===== src/rtl/ptlb_pkg.sv =====
package ptlb_pkg;
  typedef enum logic [2:0] {
    WK_IDLE,
    WK_RD1,
    WK_WT1,
    WK_RD2,
    WK_WT2
  } walk_state_t;
endpackage


===== src/rtl/ptlb_cam.sv =====
module ptlb_cam #(
  parameter int ENTRIES = 32,
  parameter int TAG_W   = 20,
  parameter int FRAME_W = 20
) (
  input  logic               clk,
  input  logic               rst,
  input  logic               flush,
  input  logic [TAG_W-1:0]   lk_tag,
  output logic               lk_hit,
  output logic [FRAME_W-1:0] lk_frame,
  output logic [ENTRIES-1:0] hit_vec,
  output logic [ENTRIES-1:0] valid_vec,
  input  logic               wr_en,
  input  logic [TAG_W-1:0]   wr_tag,
  input  logic [FRAME_W-1:0] wr_frame
);
  localparam int IDX_W = (ENTRIES > 1) ? $clog2(ENTRIES) : 1;

  logic [TAG_W-1:0]   tag_q   [ENTRIES];
  logic [FRAME_W-1:0] frame_q [ENTRIES];
  logic [ENTRIES-1:0] valid_q;
  logic [IDX_W-1:0]   ptr_q;

  assign valid_vec = valid_q;

  for (genvar i = 0; i < ENTRIES; i++) begin : g_match
    assign hit_vec[i] = valid_q[i] && (tag_q[i] == lk_tag);
  end

  always_comb begin
    lk_frame = '0;
    for (int i = 0; i < ENTRIES; i++) begin
      if (hit_vec[i]) lk_frame = lk_frame | frame_q[i];
    end
  end
  assign lk_hit = |hit_vec;

  always_ff @(posedge clk) begin
    if (rst || flush) begin
      valid_q <= '0;
      ptr_q   <= '0;
    end else if (wr_en) begin
      valid_q[ptr_q] <= 1'b1;
      ptr_q <= (ptr_q == IDX_W'(ENTRIES - 1)) ? '0 : ptr_q + 1'b1;
    end
  end

  always_ff @(posedge clk) begin
    if (wr_en && !flush) begin
      tag_q[ptr_q]   <= wr_tag;
      frame_q[ptr_q] <= wr_frame;
    end
  end
endmodule


===== src/rtl/ptlb_walker.sv =====
module ptlb_walker
  import ptlb_pkg::*;
#(
  parameter int PA_W   = 32,
  parameter int PAGE_W = 12,
  parameter int L1_W   = 9,
  parameter int L2_W   = 10
) (
  input  logic                 clk,
  input  logic                 rst,
  input  logic                 start,
  input  logic                 st_region,
  input  logic [L1_W-1:0]      st_l1,
  input  logic [L2_W-1:0]      st_l2,
  input  logic [PA_W-1:0]      root0,
  input  logic [PA_W-1:0]      root1,
  output logic                 idle,
  output logic                 mem_rd_en,
  output logic [PA_W-1:0]      mem_rd_addr,
  input  logic                 mem_rd_valid,
  input  logic [PA_W-1:0]      mem_rd_data,
  output logic                 done,
  output logic                 done_fault,
  output logic [PA_W-PAGE_W-1:0] done_frame
);
  localparam int FRAME_W = PA_W - PAGE_W;

  walk_state_t       st_q;
  logic [PA_W-1:0]   addr_q;
  logic [L2_W-1:0]   l2_q;
  logic [PA_W-1:0]   root_sel;

  assign root_sel    = st_region ? root1 : root0;
  assign idle        = (st_q == WK_IDLE);
  assign mem_rd_en   = (st_q == WK_RD1) || (st_q == WK_RD2);
  assign mem_rd_addr = addr_q;

  assign done       = (st_q == WK_WT2 && mem_rd_valid) ||
                      (st_q == WK_WT1 && mem_rd_valid && !mem_rd_data[0]);
  assign done_fault = !mem_rd_data[0];
  assign done_frame = mem_rd_data[PA_W-1:PAGE_W];

  always_ff @(posedge clk) begin
    if (rst) begin
      st_q   <= WK_IDLE;
      addr_q <= '0;
      l2_q   <= '0;
    end else begin
      unique case (st_q)
        WK_IDLE: if (start) begin
          addr_q <= root_sel + PA_W'({st_l1, 2'b00});
          l2_q   <= st_l2;
          st_q   <= WK_RD1;
        end
        WK_RD1: st_q <= WK_WT1;
        WK_WT1: if (mem_rd_valid) begin
          if (mem_rd_data[0]) begin
            addr_q <= {mem_rd_data[PA_W-1:PAGE_W], PAGE_W'(0)} + PA_W'({l2_q, 2'b00});
            st_q   <= WK_RD2;
          end else begin
            st_q <= WK_IDLE;
          end
        end
        WK_RD2: st_q <= WK_WT2;
        WK_WT2: if (mem_rd_valid) st_q <= WK_IDLE;
        default: st_q <= WK_IDLE;
      endcase
    end
  end

  logic unused_frame_w;
  assign unused_frame_w = (FRAME_W == 0);
endmodule


===== src/rtl/page_xlate_tlb.sv =====
module page_xlate_tlb #(
  parameter int VA_W    = 32,
  parameter int PA_W    = 32,
  parameter int PAGE_W  = 12,
  parameter int L2_W    = 10,
  parameter int ENTRIES = 32
) (
  input  logic            clk,
  input  logic            rst,
  input  logic            req_valid,
  input  logic [VA_W-1:0] req_addr,
  output logic            req_ready,
  input  logic [PA_W-1:0] root0,
  input  logic [PA_W-1:0] root1,
  input  logic            inval_all,
  output logic            resp_valid,
  output logic [PA_W-1:0] resp_paddr,
  output logic            resp_fault,
  output logic            mem_rd_en,
  output logic [PA_W-1:0] mem_rd_addr,
  input  logic            mem_rd_valid,
  input  logic [PA_W-1:0] mem_rd_data
);
  localparam int VPN_W   = VA_W - 1 - PAGE_W;
  localparam int L1_W    = VPN_W - L2_W;
  localparam int TAG_W   = VPN_W + 1;
  localparam int FRAME_W = PA_W - PAGE_W;

  logic [TAG_W-1:0]   lk_tag;
  logic               lk_hit;
  logic [FRAME_W-1:0] lk_frame;
  logic [ENTRIES-1:0] hit_vec;
  logic [ENTRIES-1:0] valid_vec;
  logic               accept;
  logic               wk_start, wk_idle, wk_done, wk_fault;
  logic [FRAME_W-1:0] wk_frame;
  logic [TAG_W-1:0]   miss_tag_q;
  logic [PAGE_W-1:0]  miss_off_q;

  assign lk_tag    = req_addr[VA_W-1:PAGE_W];
  assign req_ready = wk_idle;
  assign accept    = req_valid && req_ready;
  assign wk_start  = accept && !lk_hit;

  ptlb_cam #(.ENTRIES(ENTRIES), .TAG_W(TAG_W), .FRAME_W(FRAME_W)) u_cam (
    .clk(clk), .rst(rst), .flush(inval_all),
    .lk_tag(lk_tag), .lk_hit(lk_hit), .lk_frame(lk_frame),
    .hit_vec(hit_vec), .valid_vec(valid_vec),
    .wr_en(wk_done && !wk_fault), .wr_tag(miss_tag_q), .wr_frame(wk_frame)
  );

  ptlb_walker #(.PA_W(PA_W), .PAGE_W(PAGE_W), .L1_W(L1_W), .L2_W(L2_W)) u_walk (
    .clk(clk), .rst(rst), .start(wk_start),
    .st_region(req_addr[VA_W-1]),
    .st_l1(req_addr[VA_W-2 -: L1_W]),
    .st_l2(req_addr[PAGE_W +: L2_W]),
    .root0(root0), .root1(root1), .idle(wk_idle),
    .mem_rd_en(mem_rd_en), .mem_rd_addr(mem_rd_addr),
    .mem_rd_valid(mem_rd_valid), .mem_rd_data(mem_rd_data),
    .done(wk_done), .done_fault(wk_fault), .done_frame(wk_frame)
  );

  always_ff @(posedge clk) begin
    if (wk_start) begin
      miss_tag_q <= lk_tag;
      miss_off_q <= req_addr[PAGE_W-1:0];
    end
  end

  always_ff @(posedge clk) begin
    if (rst) begin
      resp_valid <= 1'b0;
      resp_fault <= 1'b0;
      resp_paddr <= '0;
    end else begin
      resp_valid <= 1'b0;
      resp_fault <= 1'b0;
      if (accept && lk_hit) begin
        resp_valid <= 1'b1;
        resp_paddr <= {lk_frame, req_addr[PAGE_W-1:0]};
      end else if (wk_done) begin
        resp_valid <= 1'b1;
        resp_fault <= wk_fault;
        resp_paddr <= wk_fault ? '0 : {wk_frame, miss_off_q};
      end
    end
  end
endmodule


===== config.mk =====
export PLATFORM = sky130hd
export DESIGN_NAME = page_xlate_tlb
export DESIGN_NICKNAME = d
export VERILOG_FILES = /design/src/rtl/ptlb_pkg.sv /design/src/rtl/ptlb_cam.sv /design/src/rtl/ptlb_walker.sv /design/src/rtl/page_xlate_tlb.sv
export SDC_FILE = /design/constraint.sdc
export NUM_CORES = 2
export LEC_CHECK = 0
export BUFFER_PORTS_ARGS = -buffer_cell sky130_fd_sc_hd__buf_2
export CELL_PAD_IN_SITES_DETAIL_PLACEMENT = 0
export CELL_PAD_IN_SITES_GLOBAL_PLACEMENT = 1
export CORE_MARGIN = 4
export CORE_UTILIZATION = 48
export CTS_CLUSTER_DIAMETER = 60
export DETAILED_ROUTE_END_ITERATION = 10
export GPL_ROUTABILITY_DRIVEN = 1
export PLACE_DENSITY_LB_ADDON = 0.1
export REMOVE_ABC_BUFFERS = 1
export SYNTH_ARGS = -nofsm -noshare
export SYNTH_HDL_FRONTEND = slang
export SYNTH_SLANG_ARGS = --single-unit

===== constraint.sdc =====
create_clock -name clk -period 4 [get_ports clk]
set_input_delay 0.4 -clock clk [delete_from_list [all_inputs] [get_ports clk]]
set_output_delay 0.4 -clock clk [all_outputs]
set_load 0.03 [all_outputs]

# Word level (Yosys, flattened, before mapping)
# Memory sizes are Yosys's and may differ from the RTL's.
# Cells that the tools add are included.
# totals
regBits	148
ramBits	1280
output_inout_bits	68
memories	2
# op_classes
n_addsub	3
magnitude_cmp	2
n_eq_ne	41
mux	52
bitwise	33
n_reduce_logical	55
# mem_list
memory	depth	word_bits	rd	rd_ports_with_merged_regs	wr	line	text
u_cam.frame_q	32	20	32	0	1	ptlb_cam.sv:21	logic [FRAME_W-1:0] frame_q [ENTRIES];
u_cam.tag_q	32	20	32	0	1	ptlb_cam.sv:20	logic [TAG_W-1:0] tag_q [ENTRIES];
# op_table
cell	n
20-bit equality test	32
20-bit two-way mux	32
20-bit OR	31
32-bit two-way mux	7
32-bit case mux with 2 select lines	1
1-bit logical AND	41
32-bit by 11-bit adder with 32-bit output	1
32-bit by 12-bit adder with 32-bit output	1
32-bit OR	1
32-bit OR reduction	1
3-bit case mux with 5 select lines	1
3-bit two-way mux	3
3-bit by 2-bit equality test with 1-bit output (second input constant)	2
5-bit by 6-bit less-than comparator with 1-bit output (second input constant)	1
2-bit != test (second input constant)	3
5-bit by 1-bit adder with 5-bit output (second input constant)	1
1-bit demux with 5-bit select	1
5-bit equality test (second input constant)	1
5-bit by 1-bit greater-or-equal comparator with 1-bit output (second input constant)	1
1-bit two-way mux	5
5-bit two-way mux	1
4-bit AND reduction	1
2-bit nonzero test	2
3-bit by 1-bit equality test with 1-bit output (second input constant)	1
other kinds (10)	14

# Depth between registers and ports, before layout
# An unclocked memory read counts as a cell.
# logic_depth
depth_word	67
mapped_depth	21
depth_no_buf	13

# By module
# From an unflattened synthesis, not the netlist that was laid out.
# unflattened
hier_cells	4119
hier_area_um2	59844.9
# by_module_without_submodules
module	n_inst	cells_per_inst	area_each_um2	seq_area_each_um2
ptlb_cam	1	3463	53540.1	39177.6
ptlb_walker	1	429	3398.3	900.9
page_xlate_tlb	1	227	2906.5	1641.6

# Worst setup path after synthesis
# Ideal clock, no wire load.
# synth_path
path_kind	input to register
startpoint	in req_addr[31]
endpoint	reg u_walk.addr_q[22] (netlist: u_walk.mem_rd_addr[22])
arrival_ns	4.144
required_ns	3.866
slack_ns	-0.278
path_stages	21
cell_sequence	buf_6 -> buf_6 -> buf_6 -> buf_2 -> buf_2 -> buf_2 -> buf_1 -> mux2_2 -> ha_1 -> inv_1 -> fa_1 -> nor2b_1 -> o21a_1 -> o21ai_0 -> a21o_1 -> clkbuf_1 -> a21oi_1 -> xnor2_1 -> nor2_1 -> a221oi_1 -> nor3_2
# synth_between
elab_chain_cells	7
elab_cells_between_ends	73
cone_classes	add/sub: 1; eq/ne: 33; mux: 3; reduce/logical: 36
# synth_lines
element	line	text
start: declaration	page_xlate_tlb.sv:11	input logic [VA_W-1:0] req_addr,
parallel branches: the longest is 7 deep, another holds 32-bit by 11-bit adder with 32-bit output	--	
end signal: assignment	ptlb_walker.sv:51	addr_q <= root_sel + PA_W'({st_l1, 2'b00});
end signal: assignment	ptlb_walker.sv:58	addr_q <= {mem_rd_data[PA_W-1:PAGE_W], PAGE_W'(0)} + PA_W'({l2_q, 2'b00});
end: declaration	ptlb_walker.sv:29	logic [PA_W-1:0] addr_q;
# Several ways; the timed one is not identified. The select of a mux whose other input is x is not followed.
# A chain may end at the register's enable or synchronous reset.

# Worst setup path in the final report
# layout_path
startpoint	in req_addr[15]
endpoint	reg u_walk.addr_q[7] (netlist: u_walk.mem_rd_addr[7])
# layout_between
elab_chain_cells	7
elab_cells_between_ends	69
cone_classes	eq/ne: 33; reduce/logical: 36
# layout_lines
element	line	text
20-bit equality test	ptlb_cam.sv:28	assign hit_vec[i] = valid_q[i] && (tag_q[i] == lk_tag);
1-bit logical AND	ptlb_cam.sv:28	
32-bit OR reduction (*)	ptlb_cam.sv:37	assign lk_hit = |hit_vec;
1-bit zero test (*)	page_xlate_tlb.sv:43	assign wk_start = accept && !lk_hit;
1-bit logical AND (*)	page_xlate_tlb.sv:43	
2-bit by 1-bit != test with 1-bit output (no line) (*)	--	
4-bit AND reduction (no line) (*)	--	
# Mark *: on every way between the ends. The rest lies on a longest branch, timed or not.

==> flow_summary.ini <==
[synth]
register_area_share_after_synthesis_pct = 73.2
yosys.cell_count.top_type = sky130_fd_sc_hd__edfxtp_1
synthDominantCellAreaShare_pct = 69.2
post_synth_most_frequent_cells = sky130_fd_sc_hd__edfxtp_1, sky130_fd_sc_hd__xnor2_1, sky130_fd_sc_hd__xor2_1, sky130_fd_sc_hd__a22oi_1, sky130_fd_sc_hd__nand4_1
synth-edff-count = 1312
syn_area_mm2 = 0.0570
synth-main-ff-cell = sky130_fd_sc_hd__edfxtp_1
yosysTopAreaCell = sky130_fd_sc_hd__edfxtp_1
syn-mean-instance-area_um2 = 16.2
yosys_register_bits = 1428
synth-async-reset-ratio_pct = 0
synth.top_cells.by_area = sky130_fd_sc_hd__edfxtp_1, sky130_fd_sc_hd__xnor2_1, sky130_fd_sc_hd__xor2_1
syn_inst = 3518
ys.warnings.count = 0
synth.lib_cells_used.distinct = 64

[timing]
finalMaxSlewViolations = 0
setup-violations-final = 0
clock-skew-final_ns = 0.0178
timing.final.ws_setup_ns = 0.413
slew_headroom_pct = 13.7
timing.final.crit_period_ns = 3.59
max_slew.worst_pin.slew_ns = 1.29
max_freq_mhz = 279
timing.final.crit_share_pct = 89.7
grt_setup_unrepaired = no
timing_hold_violations_final = 0

[grt]
global_route.usage.total_pct = 29.8
grt_start_max_net_pins = 69
grt_first_pass_wirelength_mm = 260
number_of_global_route_vias_before_repair = 33976
antenna_found_initial = 9
grt_total_ovfl = 0

[clock_network]
cts_sink_cnt = 1428
cts_resized = 0
cts_inserted_buffers = 149
clock_tree_from_tritoncts = yes
post-cts-setup-buffer-count = 0
postCtsHoldBufs = 16
cts_buffer_depth = 3
cts_htree_levels = 4
clkSlewWorstSetupHoldPaths_ns = 0.06
worstSkewPairLatency_ns = 0.76
root_buffer = sky130_fd_sc_hd__clkbuf_16

[setup_path]
worstSetupStartpoint = req_addr[15]
setup.worst_path.end_class = flop
r2r_start = u_cam.tag_q[25][15]$_DFFE_PP_
r2r_setup_slack_ns = 0.71
r2r_cells = 13
critPathArrivalTime_ns = 4.25
reg2reg_to = u_walk.mem_rd_addr[3]$_SDFFE_PP0P_
startpoint_type = primary input
critical_path_sink = u_walk.mem_rd_addr[7]$_SDFFE_PP0P_
path_max_fanout = 31
crit_path_kind = primary input to flop
required_ns = 4.66

[cells_and_area]
final_nets = 4042
final_layout_size_suffix_gt1_share_pct = 18.2
synthToLayoutAreaGrowth_pct = 16.6
final_area_mm2 = 0.0664
nFillCells = 9201

[hold_path]
worst_hold_path_type = primary input to flop

[die]
floorplan.io_pins = 201
die_width_um = 353
core_area_mm2 = 0.118
start_util_pct = 48.3
num_rows = 126
fp.dieH_um = 353
floorplan.die_area_mm2 = 0.124

[route]
drt-total-wl_mm = 189
drc = 0
first_pass_iters = 6
wl_per_cell_um = 34.0
drt_iter0_markers = 4521
postRouteAntennaNets = 0
vias = 34865
via_per_inst = 6.28

[placement]
placed_instance_area_mm2 = 0.0614
numPortBuffers = 189
placement.setup.worst_slack_ns = 0.191
place.gp.congestion = 0.810
detailedPlacementHpwl_mm = 106

[job]
max_cap_violations = 0

[power]
power.density_mw_per_mm2 = 480
vdd_ir_drop_max_mv = 0.355
total_leakage_power_uw = 0.0218
power.total_uw = 31900

[status]
status = finished, final reports clean
routing by layer:
| layer | track usage, % | wire [um] |
|---|---|---|
| met5 | 0 | 12 |
| met4 | 7.94 | 5050 |
| met3 | 6.34 | 19400 |
| met2 | 47.2 | 87300 |
| met1 | 42.2 | 77100 |
cells by family (layout without fill, tap and decap cells):
group / Yosys count / in the layout / share of synthesized area [%]
DFF: 1428 / 1428 / 73.2
buffers and inverters: 218 / 711 / 2.39
other: 0 / 4 / 0
and+or+nand+nor: 623 / 623 / 6.02
adders and majority gates: 15 / 15 / 0.343
xor gates and xnor gates: 668 / 668 / 10.3
AOI/OAI and AO/OA: 528 / 528 / 7.05
muxes: 38 / 38 / 0.696
worst min-delay path by stage:
stage / start / endpoint / cells after the start
after floorplan: u_walk.l2_q[3]$_SDFFE_PP0P_ / u_walk.l2_q[3]$_SDFFE_PP0P_ / 2
after global placement: miss_tag_q[16]$_DFFE_PP_ / u_cam.tag_q[4][16]$_DFFE_PP_ / 0
after detailed placement: miss_tag_q[16]$_DFFE_PP_ / u_cam.tag_q[4][16]$_DFFE_PP_ / 0
after CTS: root0[1] / u_walk.mem_rd_addr[1]$_SDFFE_PP0P_ / 4
after global routing: req_addr[16] / miss_tag_q[4]$_DFFE_PP_ / 2
final: root0[1] / u_walk.mem_rd_addr[1]$_SDFFE_PP0P_ / 4
metrics by stage:
step / util (%) / cells / hold slack (ns) / setup TNS (ns)
after floorplan: - / 3312 / 0.427 / -504.88
after global placement: 52.1 / 5263 / 0.440 / 0
after detailed placement: 52.1 / 5263 / 0.454 / 0
after CTS: 56.3 / 5547 / 0.0460 / 0
after global routing: 56.3 / 5547 / 0.0926 / 0
final: 56.3 / 5551 / 0.0966 / 0
power by group:
group,switching [uW],total [uW],internal (uW)
Sequential,101,16500,16400
Clock,5690,13700,7990
Combinational,1170,1700,526
placed cells by master, fill, tap and decap left out, types with 23 or more instances in the layout:
cell,instances
sky130_fd_sc_hd__a211oi_1,35
sky130_fd_sc_hd__a21oi_1,86
sky130_fd_sc_hd__a221oi_1,109
sky130_fd_sc_hd__a22o_1,103
sky130_fd_sc_hd__a22oi_1,133
sky130_fd_sc_hd__buf_12,57
sky130_fd_sc_hd__buf_2,187
sky130_fd_sc_hd__buf_4,171
sky130_fd_sc_hd__clkbuf_1,34
sky130_fd_sc_hd__clkbuf_16,153
sky130_fd_sc_hd__clkinv_1,23
sky130_fd_sc_hd__dfxtp_1,116
sky130_fd_sc_hd__edfxtp_1,1312
sky130_fd_sc_hd__mux2i_1,25
sky130_fd_sc_hd__nand2_1,93
sky130_fd_sc_hd__nand3_1,61
sky130_fd_sc_hd__nand4_1,133
sky130_fd_sc_hd__nor2_1,69
sky130_fd_sc_hd__nor2_4,34
sky130_fd_sc_hd__nor3_1,33
sky130_fd_sc_hd__nor4_1,98
sky130_fd_sc_hd__xnor2_1,348
sky130_fd_sc_hd__xor2_1,320
critical path, stage by stage:
cell                            delay, ns
sky130_fd_sc_hd__dlygate4sd3_1       0.52
sky130_fd_sc_hd__buf_2               0.22
sky130_fd_sc_hd__buf_4               0.39
sky130_fd_sc_hd__xor2_1              0.23
sky130_fd_sc_hd__nor4_1              0.08
sky130_fd_sc_hd__nand2_1             0.11
sky130_fd_sc_hd__nor4_4              0.04
sky130_fd_sc_hd__buf_4               0.18
sky130_fd_sc_hd__nor4_1              0.40
sky130_fd_sc_hd__nand4_1             0.31
sky130_fd_sc_hd__or3_1               0.55
sky130_fd_sc_hd__inv_2               0.21
sky130_fd_sc_hd__buf_12              0.23
sky130_fd_sc_hd__nor3_1              0.08
sky130_fd_sc_hd__a311oi_1            0.24
cell type report:
cell class / instances / area (um^2) / share of cell area (%)
Clock inverter: 64 / 634 / 0.955
Timing Repair Buffer: 431 / 3520 / 5.30
Clock buffer: 204 / 4190 / 6.31
Sequential cell: 1428 / 41700 / 62.8
Multi-Input combinational cell: 1872 / 14400 / 21.7
Antenna cell: 4 / 10.0 / 0.0151
Inverter: 12 / 45.0 / 0.0678
Tap cell: 1536 / 1920 / 2.89
sequential cells by signal (all words and copies together), names as in the netlist:
register / flops
miss_tag_q: 20
u_cam.valid_vec: 32
u_cam.ptr_q: 5
u_cam.frame_q: 640
u_walk.l2_q: 10
resp_fault: 1
u_cam.tag_q: 640
resp_paddr: 32
u_walk.mem_rd_addr: 32
resp_valid: 1
u_walk.st_q: 3
miss_off_q: 12
(Power assumes the default switching activity.)
